[config.mk]
export PLATFORM = sky130hd
export DESIGN_NAME = audio_slot_rx
export DESIGN_NICKNAME = d
export VERILOG_FILES = /design/src/rtl/asr_pkg.sv /design/src/rtl/asr_frame_track.sv /design/src/rtl/asr_slot_capture.sv /design/src/rtl/audio_slot_rx.sv
export SDC_FILE = /design/constraint.sdc
export NUM_CORES = 1
export LEC_CHECK = 0
export BUFFER_PORTS_ARGS = -buffer_cell sky130_fd_sc_hd__buf_2
export CORE_AREA = 3 3 145 77
export DETAILED_ROUTE_END_ITERATION = 10
export DIE_AREA = 0 0 148 80
export GPL_TIMING_DRIVEN = 0
export PLACE_DENSITY_LB_ADDON = 0.08
export RECOVER_POWER = 25
export SLEW_MARGIN = 20
export SYNTH_ARGS = -nofsm -noshare
export SYNTH_HDL_FRONTEND = slang
export SYNTH_HIERARCHICAL = 1
export SYNTH_SLANG_ARGS = --single-unit
[constraint.sdc]
create_clock -name clk_i -period 7.55 [get_ports clk_i]
set_input_delay 0.755 -clock clk_i [delete_from_list [all_inputs] [get_ports clk_i]]
set_output_delay 0.755 -clock clk_i [all_outputs]
set_load 0.01 [all_outputs]
[src/rtl/asr_pkg.sv]
package asr_pkg;

  typedef enum logic [1:0] {
    FMT_I2S = 2'd0,
    FMT_LJ  = 2'd1,
    FMT_RJ  = 2'd2,
    FMT_TDM = 2'd3
  } fmt_e;

  // word length code to bit count
  function automatic int unsigned wlen_bits(input logic [1:0] code);
    case (code)
      2'd0:    return 16;
      2'd1:    return 20;
      default: return 24;
    endcase
  endfunction

  // legal frame lengths per layout
  function automatic logic frame_len_ok(input int unsigned len,
                                        input logic        tdm,
                                        input logic        tdm8,
                                        input int unsigned slot_w);
    if (tdm) begin
      return len == (tdm8 ? 8 * slot_w : 4 * slot_w);
    end
    return (len == 32) || (len == 48) || (len == 64);
  endfunction

endpackage

[src/rtl/asr_frame_track.sv]
module asr_frame_track
  import asr_pkg::*;
#(
  parameter int FW     = 9,
  parameter int SLOT_W = 32
) (
  input  logic          clk_i,
  input  logic          rst_ni,
  input  logic          frame_i,
  input  fmt_e          fmt_i,
  input  logic          tdm8_i,
  output logic          eff_lvl_o,
  output logic [FW-1:0] fpos_o,
  output logic [FW-1:0] hpos_o,
  output logic [FW-1:0] half_len_o,
  output logic          locked_o,
  output logic          err_o
);

  // frame clock sampling pipeline
  logic frm_q, frm_p, frm_pp;

  always_ff @(posedge clk_i or negedge rst_ni) begin
    if (!rst_ni) begin
      frm_q  <= 1'b0;
      frm_p  <= 1'b0;
      frm_pp <= 1'b0;
    end else begin
      frm_q  <= frame_i;
      frm_p  <= frm_q;
      frm_pp <= frm_p;
    end
  end

  // I2S is realigned: delayed one bit and inverted, so left = high and
  // the first data bit sits on the effective edge in every layout
  logic is_i2s, is_tdm;
  logic eff, eff_prev, rise, edge_any;

  always_comb begin
    is_i2s   = (fmt_i == FMT_I2S);
    is_tdm   = (fmt_i == FMT_TDM);
    eff      = is_i2s ? ~frm_p  : frm_q;
    eff_prev = is_i2s ? ~frm_pp : frm_p;
    rise     = eff & ~eff_prev;
    edge_any = eff ^ eff_prev;
  end

  // position counters and frame length state
  logic [FW-1:0] fpos_q, hpos_q, len_q;
  logic          start_q, locked_q, err_q;
  logic [FW-1:0] fpos_inc, hpos_inc, fpos_d, hpos_d, len_d;
  logic          start_d, locked_d, err_d, len_ok, measure;

  always_comb begin
    fpos_inc = (fpos_q == {FW{1'b1}}) ? fpos_q : fpos_q + 1'b1;
    hpos_inc = (hpos_q == {FW{1'b1}}) ? hpos_q : hpos_q + 1'b1;
    fpos_d   = rise     ? '0 : fpos_inc;
    hpos_d   = edge_any ? '0 : hpos_inc;
    len_ok   = frame_len_ok(32'(fpos_inc), is_tdm, tdm8_i, SLOT_W);
    measure  = rise & start_q;
    start_d  = start_q | rise;
    len_d    = measure ? fpos_inc : len_q;
    locked_d = measure ? len_ok   : locked_q;
    err_d    = measure ? ~len_ok  : err_q;
  end

  always_ff @(posedge clk_i or negedge rst_ni) begin
    if (!rst_ni) begin
      fpos_q   <= '0;
      hpos_q   <= '0;
      len_q    <= '0;
      start_q  <= 1'b0;
      locked_q <= 1'b0;
      err_q    <= 1'b0;
    end else begin
      fpos_q   <= fpos_d;
      hpos_q   <= hpos_d;
      len_q    <= len_d;
      start_q  <= start_d;
      locked_q <= locked_d;
      err_q    <= err_d;
    end
  end

  assign eff_lvl_o  = eff;
  assign fpos_o     = fpos_d;
  assign hpos_o     = hpos_d;
  assign half_len_o = len_q >> 1;
  assign locked_o   = locked_q;
  assign err_o      = err_q;

  AST_ERR_AT_FRAME_START: assert property (@(posedge clk_i) disable iff (!rst_ni)
    !rise |=> $stable(err_q));

  AST_LOCK_ON_LEGAL_LEN: assert property (@(posedge clk_i) disable iff (!rst_ni)
    locked_q |-> frame_len_ok(32'(len_q), is_tdm, tdm8_i, SLOT_W));

endmodule

[src/rtl/asr_slot_capture.sv]
module asr_slot_capture
  import asr_pkg::*;
#(
  parameter int FW     = 9,
  parameter int SW     = 24,
  parameter int SLOT_W = 32
) (
  input  logic          clk_i,
  input  logic          rst_ni,
  input  logic          sd_i,
  input  fmt_e          fmt_i,
  input  logic [1:0]    wlen_i,
  input  logic [2:0]    slot_i,
  input  logic          tdm8_i,
  input  logic          eff_lvl_i,
  input  logic [FW-1:0] fpos_i,
  input  logic [FW-1:0] hpos_i,
  input  logic [FW-1:0] half_len_i,
  input  logic          locked_i,
  output logic [SW-1:0] sample_o,
  output logic          valid_o
);

  localparam int IW = $clog2(SW);

  logic          is_tdm, sel_ok, active, last;
  logic [FW-1:0] n_bits, pos, st, k;
  logic [IW-1:0] idx;
  logic [SW-1:0] acc_q, acc_d, smp_q, smp_d;
  logic          vld_q, vld_d;

  // capture window
  always_comb begin
    is_tdm = (fmt_i == FMT_TDM);
    n_bits = is_tdm ? FW'(SW) : FW'(wlen_bits(wlen_i));
    pos    = is_tdm ? fpos_i : hpos_i;
    if (is_tdm) begin
      st     = FW'(32'(slot_i) * SLOT_W);
      sel_ok = tdm8_i | ~slot_i[2];
    end else begin
      st     = (fmt_i == FMT_RJ) ? half_len_i - n_bits : '0;
      sel_ok = eff_lvl_i ^ slot_i[0];
    end
    k      = pos - st;
    active = sel_ok && (pos >= st) && (k < n_bits);
    last   = active && (k == n_bits - 1'b1);
    idx    = IW'(SW - 1) - IW'(k);
  end

  // accumulator and output next state
  always_comb begin
    acc_d = acc_q;
    if (active) begin
      if (k == '0) acc_d = '0;
      acc_d[idx] = sd_i;
    end
    smp_d = last ? acc_d : smp_q;
    vld_d = last & locked_i;
  end

  always_ff @(posedge clk_i or negedge rst_ni) begin
    if (!rst_ni) begin
      acc_q <= '0;
      smp_q <= '0;
      vld_q <= 1'b0;
    end else begin
      acc_q <= acc_d;
      smp_q <= smp_d;
      vld_q <= vld_d;
    end
  end

  assign sample_o = smp_q;
  assign valid_o  = vld_q;

  AST_VALID_ONE_CYCLE: assert property (@(posedge clk_i) disable iff (!rst_ni)
    vld_q |=> !vld_q);

  AST_LEFT_ALIGN_16: assert property (@(posedge clk_i) disable iff (!rst_ni)
    (vld_q && !is_tdm && wlen_i == 2'd0) |-> (smp_q[SW-17:0] == '0));

endmodule

[src/rtl/audio_slot_rx.sv]
module audio_slot_rx
  import asr_pkg::*;
#(
  parameter int SAMPLE_W  = 24,
  parameter int SLOT_W    = 32,
  parameter int MAX_FRAME = 256
) (
  input  logic                clk_i,
  input  logic                rst_ni,
  input  logic                frame_i,
  input  logic                data_i,
  input  logic [1:0]          cfg_fmt_i,
  input  logic [1:0]          cfg_wlen_i,
  input  logic [2:0]          cfg_slot_i,
  input  logic                cfg_tdm8_i,
  output logic [SAMPLE_W-1:0] sample_o,
  output logic                sample_vld_o,
  output logic                frame_err_o
);

  localparam int FW = $clog2(MAX_FRAME) + 1;

  // reset: asserted asynchronously, released on the clock
  logic [1:0] rst_sync_q;
  logic       rst_int_n;

  always_ff @(posedge clk_i or negedge rst_ni) begin
    if (!rst_ni) rst_sync_q <= 2'b00;
    else         rst_sync_q <= {rst_sync_q[0], 1'b1};
  end
  assign rst_int_n = rst_sync_q[1];

  // data line sampling
  logic sd_q;
  always_ff @(posedge clk_i or negedge rst_int_n) begin
    if (!rst_int_n) sd_q <= 1'b0;
    else            sd_q <= data_i;
  end

  fmt_e          fmt;
  logic          eff_lvl, locked, frm_err;
  logic [FW-1:0] fpos, hpos, half_len;

  assign fmt = fmt_e'(cfg_fmt_i);

  asr_frame_track #(
    .FW     (FW),
    .SLOT_W (SLOT_W)
  ) u_track (
    .clk_i      (clk_i),
    .rst_ni     (rst_int_n),
    .frame_i    (frame_i),
    .fmt_i      (fmt),
    .tdm8_i     (cfg_tdm8_i),
    .eff_lvl_o  (eff_lvl),
    .fpos_o     (fpos),
    .hpos_o     (hpos),
    .half_len_o (half_len),
    .locked_o   (locked),
    .err_o      (frm_err)
  );

  asr_slot_capture #(
    .FW     (FW),
    .SW     (SAMPLE_W),
    .SLOT_W (SLOT_W)
  ) u_capture (
    .clk_i      (clk_i),
    .rst_ni     (rst_int_n),
    .sd_i       (sd_q),
    .fmt_i      (fmt),
    .wlen_i     (cfg_wlen_i),
    .slot_i     (cfg_slot_i),
    .tdm8_i     (cfg_tdm8_i),
    .eff_lvl_i  (eff_lvl),
    .fpos_i     (fpos),
    .hpos_i     (hpos),
    .half_len_i (half_len),
    .locked_i   (locked),
    .sample_o   (sample_o),
    .valid_o    (sample_vld_o)
  );

  assign frame_err_o = frm_err;

  AST_NO_VALID_ON_ERR: assert property (@(posedge clk_i) disable iff (!rst_int_n)
    frame_err_o |-> !sample_vld_o);

endmodule

Word level (Yosys, flattened, before mapping) --
Index checks and enable logic that the tools add are counted.
Storage, ports and cells: logic and storage cells 77, output and inout port bits 26, input port bits 12, bits in registers 85
Operators by class: add/subtract/negate cells 6, equal/unequal tests 10, muxes and demuxes 22, reduce and logical (&&, ||, !) cells 9, $lt $le $gt $ge 4, bitwise operators 12
Operator list (count):
- 24-bit 2-to-1 mux | 3
- 9-bit 2-to-1 mux | 8
- 9-bit by 32-bit equality test with 1-bit output | 1
- 24-bit bitwise mux | 1
- 9-bit by 1-bit adder with 9-bit output (second input constant) | 2
- 9-bit by 6-bit equality test with 1-bit output (second input constant) | 2
- 9-bit equality test (second input constant) | 2
- 9-bit by 7-bit equality test with 1-bit output (second input constant) | 1
- 9-bit equality test | 1
- 9-bit >= comparator | 1
- 9-bit logical NOT | 1
- 9-bit less-than comparator | 1
- 8-bit by 9-bit subtractor with 9-bit output | 1
- 9-bit by 1-bit subtractor with 9-bit output (second input constant) | 1
- 9-bit subtractor | 1
- 4-bit one-hot mux with 2 select lines | 1
- 1-bit 2-to-1 mux | 7
- 5-bit by 6-bit less-than comparator with 1-bit output (second input constant) | 1
- 1-bit demux with 5-bit select | 1
- 5-bit by 1-bit >= comparator with 1-bit output (second input constant) | 1
- 1-bit NOT | 5
- 5-bit subtractor (first input constant) | 1
- 2-bit equality test (second input constant) | 2
- 1-bit logical AND | 4
- 7 further kinds | 13

Depth between registers and ports, before layout --
word-level depth 14, mapped depth 23, depth with buffers taken out 20

Modules after synthesis --
The synthesis kept the hierarchy.
Modules (own cells, without submodules):
- asr_slot_capture | cells an instance 332, instances 1, area an instance 3201.8 µm², sequential area each 1226.2 µm²
- asr_frame_track | cells an instance 178, instances 1, area an instance 1680.4 µm², sequential area each 800.8 µm²
- audio_slot_rx | cells an instance 4, instances 1, area an instance 78.8 µm², sequential area each 75.1 µm²

Worst setup path after synthesis --
Ideal clock, no wire load.
kind input -> register, from in cfg_fmt_i[0], to reg u_capture.smp_q[0] (netlist: u_capture/sample_o[0]), required time 7.423 ns, cell stages on the path 19, buffers on the path 4, arrival 5.072 ns, setup slack 2.351 ns, setup time 0.127 ns, path through buf_2 a21oi_1 and2_1 ha_1 inv_1 fa_1 nand2_1 ha_1 xnor2_1 inv_1 buf_1 ha_1 a21oi_1 o31a_1 or4b_1 and4b_1 buf_6 buf_6 mux2_1
Between the ends: longest elaborated chain between the ends 14, elaborated cells on any way between the ends 36, those cells by class 4 x add/sub; 4 x order compare; 3 x eq/ne; 15 x mux; 4 x bitwise; 6 x reduce/logical
Ends and longest elaborated chain:
- start: declaration | RTL line audio_slot_rx.sv:12 | input logic [1:0] cfg_fmt_i,
- parallel branches: the longest is 14 deep, another holds 8-bit by 9-bit subtractor with 9-bit output
- end signal: assignment | RTL line asr_slot_capture.sv:68 | smp_q <= smp_d;
- end: declaration | RTL line asr_slot_capture.sv:29 | logic [SW-1:0] acc_q, acc_d, smp_q, smp_d;
Parallel ways; which one is timed is not known. The select of a mux whose other input is x is not followed. A chain may end at the register's enable or synchronous reset.

Final worst setup path --
from in cfg_fmt_i[1], to reg u_capture.smp_q[2] (netlist: u_capture/sample_o[2])
Between the ends: elaborated cells on any way between the ends 36, those cells by class 4 x add/sub; 4 x order compare; 3 x eq/ne; 15 x mux; 4 x bitwise; 6 x reduce/logical
RTL lines:
- 2-bit logical NOT * | RTL line asr_frame_track.sv:41 | is_i2s = (fmt_i == FMT_I2S);
- 1-bit 2-to-1 mux * | RTL line asr_frame_track.sv:43 | eff = is_i2s ? ~frm_p : frm_q;
- net eff_lvl | RTL line audio_slot_rx.sv:41 | logic eff_lvl, locked, frm_err;
- 1-bit bitwise AND * | RTL line asr_frame_track.sv:45 | rise = eff & ~eff_prev;
- 9-bit 2-to-1 mux * | RTL line asr_frame_track.sv:58 | fpos_d = rise ? '0 : fpos_inc;
- net fpos[2] | RTL line audio_slot_rx.sv:42 | logic [FW-1:0] fpos, hpos, half_len;
- 9-bit 2-to-1 mux * | RTL line asr_slot_capture.sv:36 | pos = is_tdm ? fpos_i : hpos_i;
- 9-bit subtractor | RTL line asr_slot_capture.sv:44 | k = pos - st;
- 5-bit subtractor | RTL line asr_slot_capture.sv:47 | idx = IW'(SW - 1) - IW'(k);
- 5-bit by 6-bit less-than comparator with 1-bit output (implied by the code) or 5-bit by 1-bit >= comparator with 1-bit output (tied branches) | RTL line asr_slot_capture.sv:55 | acc_d[idx] = sd_i;
- 1-bit logical AND (implied by the code) | RTL line asr_slot_capture.sv:55
- 1-bit 2-to-1 mux (implied by the code) | RTL line asr_slot_capture.sv:55
- 1-bit demux with 5-bit select
- 24-bit bitwise mux | RTL line asr_slot_capture.sv:55
- 24-bit 2-to-1 mux | RTL line asr_slot_capture.sv:53 | if (active) begin
Mark *: on every way through the listed nets, which the timed path passes. The rest lies on a longest branch. The select of a mux whose other input is x is not followed.

==> impl_metrics.csv <==
group,metric,value,unit
critical_path,crit_family,"buffers and inverters",
critical_path,critPathCapture,"u_capture/sample_o[2]",
pwr,p_int,0.929,mW
timing,finalHoldViolCount,0,
timing,rsz0062_at_grt,"no",
yosys,yosysMostFrequentCell,"dfrtp_1",
timing,skew,9.05,ps
route,top_layer_used,"met4",
flow_run,drv_cap,1,
yosys,ys_warn_count,6,
yosys,synth-seq-area-share,42.4,%
yosys,netlist.area_leader.share,42.4,%
die,rows,26,
clock_network,htree_levels,3,
pwr,power_frac_comb,38.4,%
critical_path,cpMaxStageDelayCell,"xnor2_1",
yosys,syn_inst,514,
route,via_per_inst,5.66,
critical_path,worstPathMaxFanout,14,
pwr,power.share.sequential,34.7,%
critical_path,critical_path_depth,20,
critical_path,cp_data_required_time,7770,ps
grt,grtUsageTotal,21.1,%
critical_path,path_cells,"buf_2 -> o31ai_1 -> ha_1 -> clkbuf_1 -> nor2_1 -> mux2_2 -> ha_1 -> nor2_1 -> a21oi_1 -> xnor2_1 -> inv_1 -> buf_1 -> ha_1 -> a21oi_1 -> o31a_1 -> or4b_1 -> and4b_1 -> buf_6 -> buf_6 -> mux2_1",
yosys,syn_avg_cell_area,9.65,um2
yosys,synth_edf_count,0,
critical_path,r2r-end,"u_capture/sample_o[2]",
critical_path,crit_type,"input pin to flip-flop",
clock_network,clock-sinks,84,
route,wl_met2,5220,um
die,die_area,0.0118,mm2
timing,finalCritPeriodShare,80.0,%
grt,overflow,0,
die,die_w,148,um
pwr,p_sw_share,39.9,%
route,wl,11700,um
route,drc_errors,0,
final_layout,layout.nets,594,
grt,grt_max_degree,48,
route,drtIter0Drc,304,
status,status,"complete, but fails checks",
timing,worst_pin_slew,2520,ps
die,io_pins,38,
final_layout,design_area,0.00561,mm2
timing,fmax,0.166,GHz
timing,slew_violations,48,
placement,dpl_cell_area,0.00535,mm2
yosys,yosys.area.top_type,"dfrtp_1",
yosys,synth_area,0.00496,mm2
route,wl_met3,528,um
route,met1_length,5860,um
pwr,power.switching,0.616,mW
clock_network,cts_setup_buffers,0,
worst_hold_path,min_path_type,"input pin to asynchronous set/reset pin",
pwr,irDropWorstVdd,0.000138,V
die,die_h,80,um
yosys,synthFlopType,"dfrtp_1",
route,vias,4008,
critical_path,worst_path_largest_cell_delay,490,ps
final_layout,area.growth.synth_to_final,13.1,%
placement,gp_congestion,0.901,
final_layout,n_antenna_cell,0,
critical_path,startpoint_type,"input pin",
yosys,synth-seq-cells,84,
placement,dp_hpwl,8650,um
clock_network,cts_buffers,9,
critical_path,worstSetupStartpoint,"cfg_fmt_i[1]",
route,wl_per_cell,16.6,um
clock_network,clk_pin_slew_worst_paths,60,ps
timing,whs,186,ps
timing,final.setup.tns,0,ps
route,dr.pass1.iters,5,
yosys,async_flop_share,100,%
pwr,powerDensity,275,mW/mm2
yosys,synth_cell_types,76,
critical_path,rr_startpoint,"u_track/fpos_q[1]",
clock_network,ctsRootBufferMaster,"clkbuf_16",
pwr,p_leak,2.57,nW
grt,antenna_found_initial,0,
clock_network,cts_tree,"built",
critical_path,r2r_setup_slack,1600,ps
final_layout,layout-drive-gt1-share,18.8,%
critical_path,critPathBufInv,6,
grt,grt_pass1_wl,19700,um
die,core_area,0.0100,mm2
placement,port_buffers,37,
critical_path,cp.arrival,6260,ps
status,violations,"max-capacitance violations, max-slew violations",
timing,final-setup-viol-count,0,
clock_network,ctsHoldBuffers,0,
clock_network,clock_path_buffers,2,
pwr,total_power,1.54,mW
yosys,synthTopCellsByCount,"dfrtp_1, nand2_1, o21ai_0",
critical_path,critPathMostFrequentCell,"ha_1",
timing,period_needed,6040,ps
die,initial_core_util,49.5,%
clock_network,clk_latency,340,ps
yosys,syn-num-nets,545,
timing,slew_headroom,-68.2,%
critical_path,reg2reg_depth,21,
yosys,synth_area_leaders,"dfrtp_1, o21ai_0, ha_1",
critical_path,endpoint_kind,"flip-flop",
route,detail-route-antenna-nets,0,
grt,grt_pass1_vias,3899,
pwr,power_frac_clock,26.9,%
clock_network,ctsResizeCount,0,
## state kept, by name, indices dropped and copies added (netlist names), 2 cells and up
name	count
u_track/hpos_q	9
u_track/len_q	8
u_capture/sample_o	24
u_capture/acc_q	24
rst_sync_q	2
u_track/fpos_q	9
## kinds of logic after synthesis
| group | after synthesis | synth area share, % |
|---|---|---|
| AO/OA/AOI/OAI | 138 | 17.4 |
| XOR/XNOR | 19 | 3.63 |
| adder cells (fa/ha/maj) | 19 | 5.09 |
| buffers and inverters | 36 | 3.83 |
| flip-flops | 84 | 42.4 |
| multiplexers | 34 | 8.37 |
| other | 2 | 0.151 |
| AND/OR/NAND/NOR | 182 | 19.2 |
## final cells by class
class | instances | area [um2]
Buffer | 22 | 138
Clock buffer | 11 | 253
Clock inverter | 5 | 33.8
Fill cell | 962 | 4410
Inverter | 14 | 52.6
Multi-Input combinational cell | 394 | 2670
Sequential cell | 84 | 2100
Tap cell | 140 | 175
Timing Repair Buffer | 38 | 188
## power groups by stage
stage                     combinational (mW)  clock (mW)  sequential [mW]
after floorplan                        0.429           0            0.538
after global placement                 0.570           0            0.548
after detailed placement               0.579           0            0.545
after CTS                              0.584       0.426            0.537
after global routing                   0.668       0.448            0.544
final                                  0.593       0.416            0.536
## worst min-delay path by stage
stage / cells after the start / slack [ps] / start / endpoint
after floorplan: 0 / 330 / rst_sync_q[0] / rst_sync_q[1]
after global placement: 0 / 340 / rst_sync_q[0] / rst_sync_q[1]
after detailed placement: 0 / 310 / rst_sync_q[1] / u_capture/sample_o[4]
after CTS: 1 / 180 / rst_ni / rst_sync_q[1]
after global routing: 1 / 180 / rst_ni / rst_sync_q[0]
final: 1 / 190 / rst_ni / rst_sync_q[1]
## through the flow
stage	setup slack (ps)	cells	utilization, %
4_1_cts	1520	708	56.3
5_1_grt	881	708	56.0
6_report	1510	708	56.0
3_5_place_dp	1200	692	53.4
3_3_place_gp	1230	691	53.1
2_1_floorplan	2350	514	-
## per-layer routing
layer | vias up | GRT usage, %
met1 | 1927 | 29.3
met5 | - | 0
met4 | 0 | 5.62
li1 | 1971 | -
met2 | 98 | 33.4
met3 | 12 | 4.88
## cells in the final DEF (no fill, tap or decap), drive strengths merged, types with 3 or more instances in the layout
master   count
mux2i        4
o21ai       50
a2bb2oi      3
buf         48
xnor2       12
dfrtp       84
nand4       11
and3         6
inv         14
or2          4
o211ai       4
o41ai        3
nor3b        3
a31oi        9
nand2b       3
xor2         6
o31ai        9
ha          17
nand3       19
mux2        30
clkinv       3
a211oi       5
a21oi       34
nor2b        8
nor2        41
a21boi       3
nor3        10
nor4b        3
nand2       50
clkbuf      23
and2        10
nor4         3
Note: power is estimated with default switching activity, not from simulation.
